==> config.mk <==
export PLATFORM = sky130hd
export DESIGN_NAME = cfg_access_port
export DESIGN_NICKNAME = d
export VERILOG_FILES = /design/src/rtl/cfg_port_pkg.sv /design/src/rtl/cfg_lane_gen.sv /design/src/rtl/cfg_target_decode.sv /design/src/rtl/cfg_local_space.sv /design/src/rtl/cfg_access_port.sv
export SDC_FILE = /design/constraint.sdc
export NUM_CORES = 1
export LEC_CHECK = 0
export BUFFER_PORTS_ARGS = -buffer_cell sky130_fd_sc_hd__buf_4
export CAP_MARGIN = 20
export CORE_UTILIZATION = 40
export DETAILED_ROUTE_END_ITERATION = 10
export PLACE_DENSITY = 0.59
export SETUP_SLACK_MARGIN = 0.5
export SYNTH_ARGS = -nofsm -noshare
export SYNTH_HDL_FRONTEND = slang
export SYNTH_SLANG_ARGS = --single-unit
==> constraint.sdc <==
create_clock -name clk_i -period 5.35 [get_ports clk_i]
set_input_delay 1.07 -clock clk_i [delete_from_list [all_inputs] [get_ports clk_i]]
set_output_delay 1.07 -clock clk_i [all_outputs]
set_load 0.005 [all_outputs]
==> src/rtl/cfg_port_pkg.sv <==
package cfg_port_pkg;
  typedef enum logic [1:0] {
    SZ_BYTE = 2'd0,
    SZ_HALF = 2'd1,
    SZ_WORD = 2'd2
  } acc_size_e;

  localparam logic [5:0] SEL_IOWIN = 6'h00;
  localparam logic [5:0] SEL_CTRL  = 6'h02;
  localparam logic [5:0] SEL_ADDR  = 6'h0A;
  localparam logic [5:0] SEL_DATA  = 6'h0B;

  localparam logic [31:0] ADDR_KEEP  = 32'h80FF_FFFC;
  localparam logic [31:0] IOWIN_KEEP = 32'hFFFF_0000;

  function automatic logic [31:0] merge_be(input logic [31:0] old_v,
                                           input logic [31:0] new_v,
                                           input logic [3:0]  be);
    logic [31:0] r;
    for (int i = 0; i < 4; i++)
      r[8*i +: 8] = be[i] ? new_v[8*i +: 8] : old_v[8*i +: 8];
    return r;
  endfunction
endpackage

==> src/rtl/cfg_lane_gen.sv <==
module cfg_lane_gen
  import cfg_port_pkg::*;
(
  input  logic [1:0] size_i,
  input  logic [1:0] off_i,
  output logic [3:0] be_o
);
  always_comb begin
    unique case (acc_size_e'(size_i))
      SZ_BYTE: be_o = 4'b0001 << off_i;
      SZ_HALF: be_o = off_i[1] ? 4'b1100 : 4'b0011;
      SZ_WORD: be_o = 4'b1111;
      default: be_o = 4'b0000;
    endcase
  end
endmodule

==> src/rtl/cfg_target_decode.sv <==
module cfg_target_decode (
  input  logic [31:0] cfg_addr_i,
  output logic        en_o,
  output logic        local_o,
  output logic [5:0]  idx_o
);
  // local target: bus 0, device 0, function 0
  assign en_o    = cfg_addr_i[31];
  assign local_o = (cfg_addr_i[23:8] == 16'h0000);
  assign idx_o   = cfg_addr_i[7:2];
endmodule

==> src/rtl/cfg_local_space.sv <==
module cfg_local_space
  import cfg_port_pkg::*;
#(
  parameter int unsigned   DWORDS = 16,
  parameter logic [31:0]   ID_VAL = 32'h1A2B_3C4D
) (
  input  logic        clk_i,
  input  logic        rst_ni,
  input  logic        we_i,
  input  logic [5:0]  idx_i,
  input  logic [3:0]  be_i,
  input  logic [31:0] wdata_i,
  output logic [31:0] rdata_o
);
  localparam int unsigned IW    = (DWORDS > 1) ? $clog2(DWORDS) : 1;
  localparam logic [6:0]  LIMIT = 7'(DWORDS);

  logic        in_range;
  logic [31:0] words [DWORDS];

  assign in_range = ({1'b0, idx_i} < LIMIT);

  for (genvar g = 0; g < DWORDS; g++) begin : g_word
    if (g == 0) begin : g_id
      assign words[g] = ID_VAL;
    end else begin : g_rw
      logic [31:0] q;
      always_ff @(posedge clk_i or negedge rst_ni) begin
        if (!rst_ni) q <= '0;
        else if (we_i && in_range && (idx_i[IW-1:0] == IW'(g)))
          q <= merge_be(q, wdata_i, be_i);
      end
      assign words[g] = q;
    end
  end

  assign rdata_o = in_range ? words[idx_i[IW-1:0]] : 32'h0;
endmodule

==> src/rtl/cfg_access_port.sv <==
module cfg_access_port
  import cfg_port_pkg::*;
#(
  parameter int unsigned LOCAL_DWORDS = 16,
  parameter logic [31:0] LOCAL_ID     = 32'h1A2B_3C4D
) (
  input  logic        clk_i,
  input  logic        rst_ni,
  input  logic        req_i,
  input  logic        we_i,
  input  logic [7:0]  addr_i,
  input  logic [1:0]  size_i,
  input  logic [31:0] wdata_i,
  output logic        ready_o,
  output logic [31:0] rdata_o,
  output logic [2:0]  cmd_o,
  output logic        mabort_o
);
  logic [31:0] io_win_q, cfg_addr_q, rdata_q;
  logic [2:0]  ctrl_q;
  logic        mab_q, ready_q;
  logic [3:0]  be;
  logic [5:0]  sel;
  logic        tgt_en, tgt_local;
  logic [5:0]  tgt_idx;
  logic [31:0] local_rdata, rd_mux;
  logic        wr, win_acc, local_we, abort_set, abort_clr;

  assign sel = addr_i[7:2];
  assign wr  = req_i && we_i;

  cfg_lane_gen i_lanes (
    .size_i (size_i),
    .off_i  (addr_i[1:0]),
    .be_o   (be)
  );

  cfg_target_decode i_dec (
    .cfg_addr_i (cfg_addr_q),
    .en_o       (tgt_en),
    .local_o    (tgt_local),
    .idx_o      (tgt_idx)
  );

  assign win_acc   = req_i && (sel == SEL_DATA) && tgt_en;
  assign local_we  = win_acc && we_i && tgt_local;
  assign abort_set = win_acc && !tgt_local;
  assign abort_clr = wr && (sel == SEL_CTRL) && be[3] && wdata_i[31];

  cfg_local_space #(
    .DWORDS (LOCAL_DWORDS),
    .ID_VAL (LOCAL_ID)
  ) i_local (
    .clk_i   (clk_i),
    .rst_ni  (rst_ni),
    .we_i    (local_we),
    .idx_i   (tgt_idx),
    .be_i    (be),
    .wdata_i (wdata_i),
    .rdata_o (local_rdata)
  );

  always_ff @(posedge clk_i or negedge rst_ni) begin
    if (!rst_ni) begin
      io_win_q   <= '0;
      cfg_addr_q <= '0;
      ctrl_q     <= '0;
    end else if (wr) begin
      unique case (sel)
        SEL_IOWIN: io_win_q   <= merge_be(io_win_q, wdata_i, be) & IOWIN_KEEP;
        SEL_ADDR:  cfg_addr_q <= merge_be(cfg_addr_q, wdata_i, be) & ADDR_KEEP;
        SEL_CTRL:  if (be[0]) ctrl_q <= wdata_i[2:0];
        default: ;
      endcase
    end
  end

  // set and clear can never coincide: they decode different offsets
  always_ff @(posedge clk_i or negedge rst_ni) begin
    if (!rst_ni)        mab_q <= 1'b0;
    else if (abort_set) mab_q <= 1'b1;
    else if (abort_clr) mab_q <= 1'b0;
  end

  always_comb begin
    unique case (sel)
      SEL_IOWIN: rd_mux = io_win_q;
      SEL_CTRL:  rd_mux = {mab_q, 28'h0, ctrl_q};
      SEL_ADDR:  rd_mux = cfg_addr_q;
      SEL_DATA:  rd_mux = (tgt_en && tgt_local) ? local_rdata : 32'hFFFF_FFFF;
      default:   rd_mux = 32'h0;
    endcase
  end

  always_ff @(posedge clk_i or negedge rst_ni) begin
    if (!rst_ni) begin
      ready_q <= 1'b0;
      rdata_q <= '0;
    end else begin
      ready_q <= req_i;
      if (req_i && !we_i) rdata_q <= rd_mux;
    end
  end

  assign ready_o  = ready_q;
  assign rdata_o  = rdata_q;
  assign cmd_o    = ctrl_q;
  assign mabort_o = mab_q;
endmodule

Word level (Yosys, flattened, before mapping)
Index checks and enable logic that the tools add are counted.

Register bits: 556. Bits of input ports: 46. Output and inout bits: 37. Word-level logic and storage cells: 204.

Magnitude comparators: 2. Equal/unequal tests: 20. Shifts and indexed selects: 1. Mux-type cells: 10. Bitwise operators: 1. Reductions and logical operators: 100.

Operator list (number): $bmux 32 s4 (1); $mux 32 (4); $pmux 32 s4 (1); $reduce_and 2->1 (60); $eq 4x4->1 const B (8); $logic_and 1x1->1 (27); $reduce_and 3->1 (7); $eq 4x3->1 const B (4); $logic_not 16->1 (1); $eq 6x4->1 const B (2); $pmux 4 s3 (1); $eq 4x2->1 const B (2); $eq 6x2->1 const B (1); $logic_not 6->1 (1); $lt 6x5->1 const B (1); $ge 5x5->1 const B (1); $not 4->5 (1); $eq 4x1->1 const B (1); $mux 4 (1); $shl 1x2->4 const A (1); $eq 2x1->1 const B (1); $eq 2x2->1 const B (1); $logic_not 1->1 (2); $logic_not 2->1 (1); 2 further kinds (3).

Depth between registers and ports, before layout
Word-level depth: 8. Mapped depth: 8. Gate-level depth less buffers: 5.

Hierarchy
Synthesis repeated with hierarchy kept, for this count alone.

Cells, all modules: 1729. Area total of the unflattened synthesis: 25648.3 µm².

Modules (own cells, without submodules): cfg_local_space (times used 1, cells each 1439, area each 22125.0 µm², sequential area each 12011.5 µm²); cfg_access_port (times used 1, cells each 270, area each 3370.7 µm², sequential area each 1901.8 µm²); cfg_target_decode (times used 1, cells each 12, area each 86.3 µm², sequential area each 0.0 µm²); cfg_lane_gen (times used 1, cells each 8, area each 66.3 µm², sequential area each 0.0 µm²).

Worst setup path after synthesis
OpenSTA, ideal clock, no wires.

Kind: input to register. From: input port addr_i[4]. To: register i_local.g_word[10].g_rw.q[16]. Library setup time: 125 ps. Arrival time: 2991 ps. Required time: 5225 ps. Setup slack: 2235 ps. Cell stages on the path: 7. Path buffers: 2. Cell sequence: or3_1 -> buf_2 -> nor3_4 -> nor3b_4 -> buf_8 -> nand4_4 -> mux2_2.

Cells in the longest elaborated chain, start to end: 8.

RTL lines: from (decl) (line cfg_access_port.sv:11) `input logic [7:0] addr_i,`; $eq 6x4->1 (line cfg_access_port.sv:45) `assign win_acc = req_i && (sel == SEL_DATA) && tgt_en;`; $logic_and 1x1->1 (2 in series) (line cfg_access_port.sv:45); $logic_and 1x1->1 (2 in series) (line cfg_access_port.sv:46) `assign local_we = win_acc && we_i && tgt_local;`; $logic_and 1x1->1 (2 in series) (line cfg_local_space.sv:30) `else if (we_i && in_range && (idx_i[IW-1:0] == IW'(g)))`; $reduce_and 2->1 (no line); to (signal assigned) (line cfg_local_space.sv:31) `q <= merge_be(q, wdata_i, be_i);`; to (decl) (line cfg_local_space.sv:27) `logic [31:0] q;`.

Every way passes these cells. A chain may end at the register's enable or synchronous reset.

Final worst setup path
From: register cfg_addr_q[9]. To: register i_local.g_word[4].g_rw.q[4].

Cells in the longest elaborated chain, start to end: 5.

RTL lines: from (decl) (line cfg_access_port.sv:19) `logic [31:0] io_win_q, cfg_addr_q, rdata_q;`; from (signal assigned) (line cfg_access_port.sv:71) `SEL_ADDR: cfg_addr_q <= merge_be(cfg_addr_q, wdata_i, be) & ADDR_KEEP;`; $logic_not 16->1 (line cfg_target_decode.sv:9) `assign local_o = (cfg_addr_i[23:8] == 16'h0000);`; $logic_and 1x1->1 (line cfg_access_port.sv:46); $logic_and 1x1->1 (2 in series) (line cfg_local_space.sv:30); $reduce_and 2->1 (no line); to (signal assigned) (line cfg_local_space.sv:31); to (decl) (line cfg_local_space.sv:27).

Every way passes these cells.

==> flow_summary.yaml <==
outcome:
  status: "complete, no violations"
sta:
  timing.fmax_mhz: 274
  rsz0062_at_grt: "false"
  fin_skew_ps: 28.3
  tightest_slew_ps: 1180
  hold_violations: 0
  timing.final.crit_share: 0.681
  finalMaxSlewViolations: 0
  period_minus_slack_ps: 3650
  tns_ps: 0
  relSlewSlack: 0.213
  setup_viol: 0
global_route:
  grt_first_pass_wirelength_mm: 110
  grt_max_degree: 139
  antenna_found_initial: 2
  track_usage: 0.222
  grt_pass1_vias: 16800
  grt_overflow: 0
clock_tree:
  tritoncts: "done"
  cts_buffers: 59
  clock_sinks: 556
  worstSkewPairLatency_ps: 640
  hold_buffers: 0
  post_cts_resized: 0
  cts-root-buf: "clkbuf_16"
  post_cts_buffers: 0
  cts_max_level: 2
  cts_buffer_depth: 3
  clk_pin_slew_ps: 60
placed_design:
  place_inst: 2664
  globalplace.congestion: 0.864
  placed_area_sq_um: 27400
  place_hpwl_mm: 44.9
  numPortBuffers: 82
worst_setup_path:
  r2r_start: "cfg_addr_q[9]"
  end_kind: "flip-flop"
  cp_data_required_time_ps: 5840
  crit_type: "flip-flop to flip-flop"
  rr_worst_depth: 6
  reg2reg_slack_ps: 1700
  worstSetupStartpointType: "flip-flop"
  crit-reg2reg-capture: "i_local.g_word[4].g_rw.q[4]"
  critPathMaxFanout: 13
  critPathArrivalTime_ps: 4140
logic_synthesis:
  yosys_warnings: 0
  synth_area_sq_um: 25700
  synth_ff_type: "dfrtp_1"
  yosysSeqAreaShare: 0.540
  netlist_instances: 1810
  syn_nets: 1856
  yosys_register_bits: 556
  ys_async_sr_fraction: 1.00
  synth_edf_count: 0
  avgSynthCellArea_sq_um: 14.2
  synth.distinct_cells: 57
power:
  pwr-share-clk: 0.475
  swShare: 0.235
  pwr_density_cell_nw_per_um2: 312
  power_mw: 9.21
  power.net_switching_mw: 2.16
  ir_worst_vdd_mv: 0.246
  combinationalPowerShare: 0.061
  power.leakage_nw: 14.1
  sequentialPowerShare: 0.464
  internal_power_mw: 7.04
floorplan:
  fp-row-count: 92
  die_w_microns: 256
  die_y_microns: 256
  core_region_area_sq_um: 63300
  initial_utilization: 0.407
  die_area_sq_um: 65400
  ioPinCount: 83
cells_and_area:
  design_area_sq_um: 29500
  final_cell_mix: "556 x mux2_2, 554 x dfrtp_1, 124 x buf_4"
  final_common_cell: "mux2_2"
  drive_gt1_frac: 0.472
  final_cell_count_no_fill: 2777
  syn_to_final_growth_pct: 14.7
  fin_nets: 1925
route:
  vias: 16200
  drc_errors: 0
  viasPerCell: 5.84
  ant_nets: 0
  drtPass1Iterations: 5
  wl_mm: 71.6
  dr.first_iter.drc_count: 1200
  wire_per_inst_microns: 25.8
job:
  max_cap_viol_count: 0
worst_hold_path:
  hold_class: "input pin to async pin"
[through the flow]
step           setup WS, ps   util  hold WS, ps
6_report               1700  0.467          480
4_1_cts                1730  0.467          499
5_1_grt                1580  0.467          503
2_1_floorplan          2230      -          471
3_5_place_dp           1380  0.433          485
3_3_place_gp           1420  0.433          480
[power groups by stage]
stage                     clock network (mW)  logic (mW)  registers, mW
after global routing                    4.64       0.608           4.27
after floorplan                            0       0.273           4.32
after CTS                               4.46       0.565           4.27
final                                   4.37       0.560           4.27
after detailed placement                   0       0.564           4.35
after global placement                     0       0.557           4.35
[registers in the layout, indices dropped and copies added (netlist names)]
name / count
i_local.g_word.g_rw.q: 480
rdata_o: 32
cfg_addr_q: 23
io_win_q: 16
cmd_o: 3
mabort_o: 1
ready_o: 1
[kinds of logic (layout without fill, tap and decap cells)]
family          Yosys count  count (layout)  share of synthesized area
mux                     657             657                      0.323
flops                   556             556                      0.540
simple gates            272             272                     0.0620
compound gates          200             200                     0.0551
buf+inv                 125             245                     0.0199
other cells               0               1                          0
[layer usage]
layer	up-vias	share of wire	global-route usage
met5	-	0.00029	0
met3	97	0.056	0.0352
li1	6933	-	-
met2	471	0.46	0.344
met1	8725	0.46	0.326
met4	4	0.021	0.0554
[layout make-up]
type / instances / area (sq um)
fillers: 5636 / 33800
flip-flops and latches: 556 / 13900
multi-input cells: 1129 / 11400
clock buffers: 92 / 1840
repair buffers: 131 / 1070
well taps: 846 / 1060
clock inverters: 20 / 272
inverters: 2 / 7.51
diodes: 1 / 2.50
[synthesized netlist by cell type (3+ instances only)]
cell | instances | area share
or2_2 | 7 | 0.0017
a21oi_1 | 29 | 0.0056
nand2_1 | 43 | 0.0063
a22oi_1 | 27 | 0.0079
buf_2 | 23 | 0.0045
a31oi_1 | 5 | 0.0012
a221oi_1 | 22 | 0.0075
o211ai_1 | 4 | 0.0012
mux2_2 | 556 | 0.24
nor2b_1 | 16 | 0.0039
and4_1 | 3 | 0.0010
nor2_2 | 3 | 0.00073
a2bb2oi_1 | 3 | 0.0010
clkbuf_1 | 86 | 0.013
nand4_4 | 10 | 0.0083
mux2i_1 | 18 | 0.0070
nor4_1 | 15 | 0.0036
o22ai_1 | 15 | 0.0036
a211oi_1 | 8 | 0.0023
and2_1 | 24 | 0.0058
nand2b_1 | 5 | 0.0012
o21ai_0 | 33 | 0.0064
mux4_2 | 83 | 0.073
and3_1 | 14 | 0.0034
nor2_1 | 69 | 0.010
buf_1 | 12 | 0.0017
a211o_1 | 16 | 0.0054
a2111oi_0 | 13 | 0.0044
nand4_2 | 5 | 0.0024
nand3_1 | 32 | 0.0062
nor3_1 | 13 | 0.0025
a22o_1 | 8 | 0.0027
nand4_1 | 3 | 0.00073
dfrtp_1 | 556 | 0.54
[worst max-delay path by stage]
| stage | startpoint | to | slack [ps] | cells after the start |
|---|---|---|---|---|
| after detailed placement | addr_i[4] | i_local.g_word[9].g_rw.q[11] | 1380 | 6 |
| after CTS | cfg_addr_q[9] | i_local.g_word[5].g_rw.q[19] | 1730 | 5 |
| final | cfg_addr_q[9] | i_local.g_word[4].g_rw.q[4] | 1700 | 6 |
| after floorplan | addr_i[4] | i_local.g_word[10].g_rw.q[16] | 2230 | 7 |
| after global placement | addr_i[4] | i_local.g_word[9].g_rw.q[13] | 1420 | 6 |
| after global routing | cfg_addr_q[9] | i_local.g_word[2].g_rw.q[9] | 1580 | 5 |
[critical path: stages (launching register included)]
cell and delay, ps:
dfrtp_1 400, nor4_1 470, and4_1 690, nand4_1 470
nor2_1 860, buf_4 280, mux2_2 340
(Power assumes the default switching activity.)
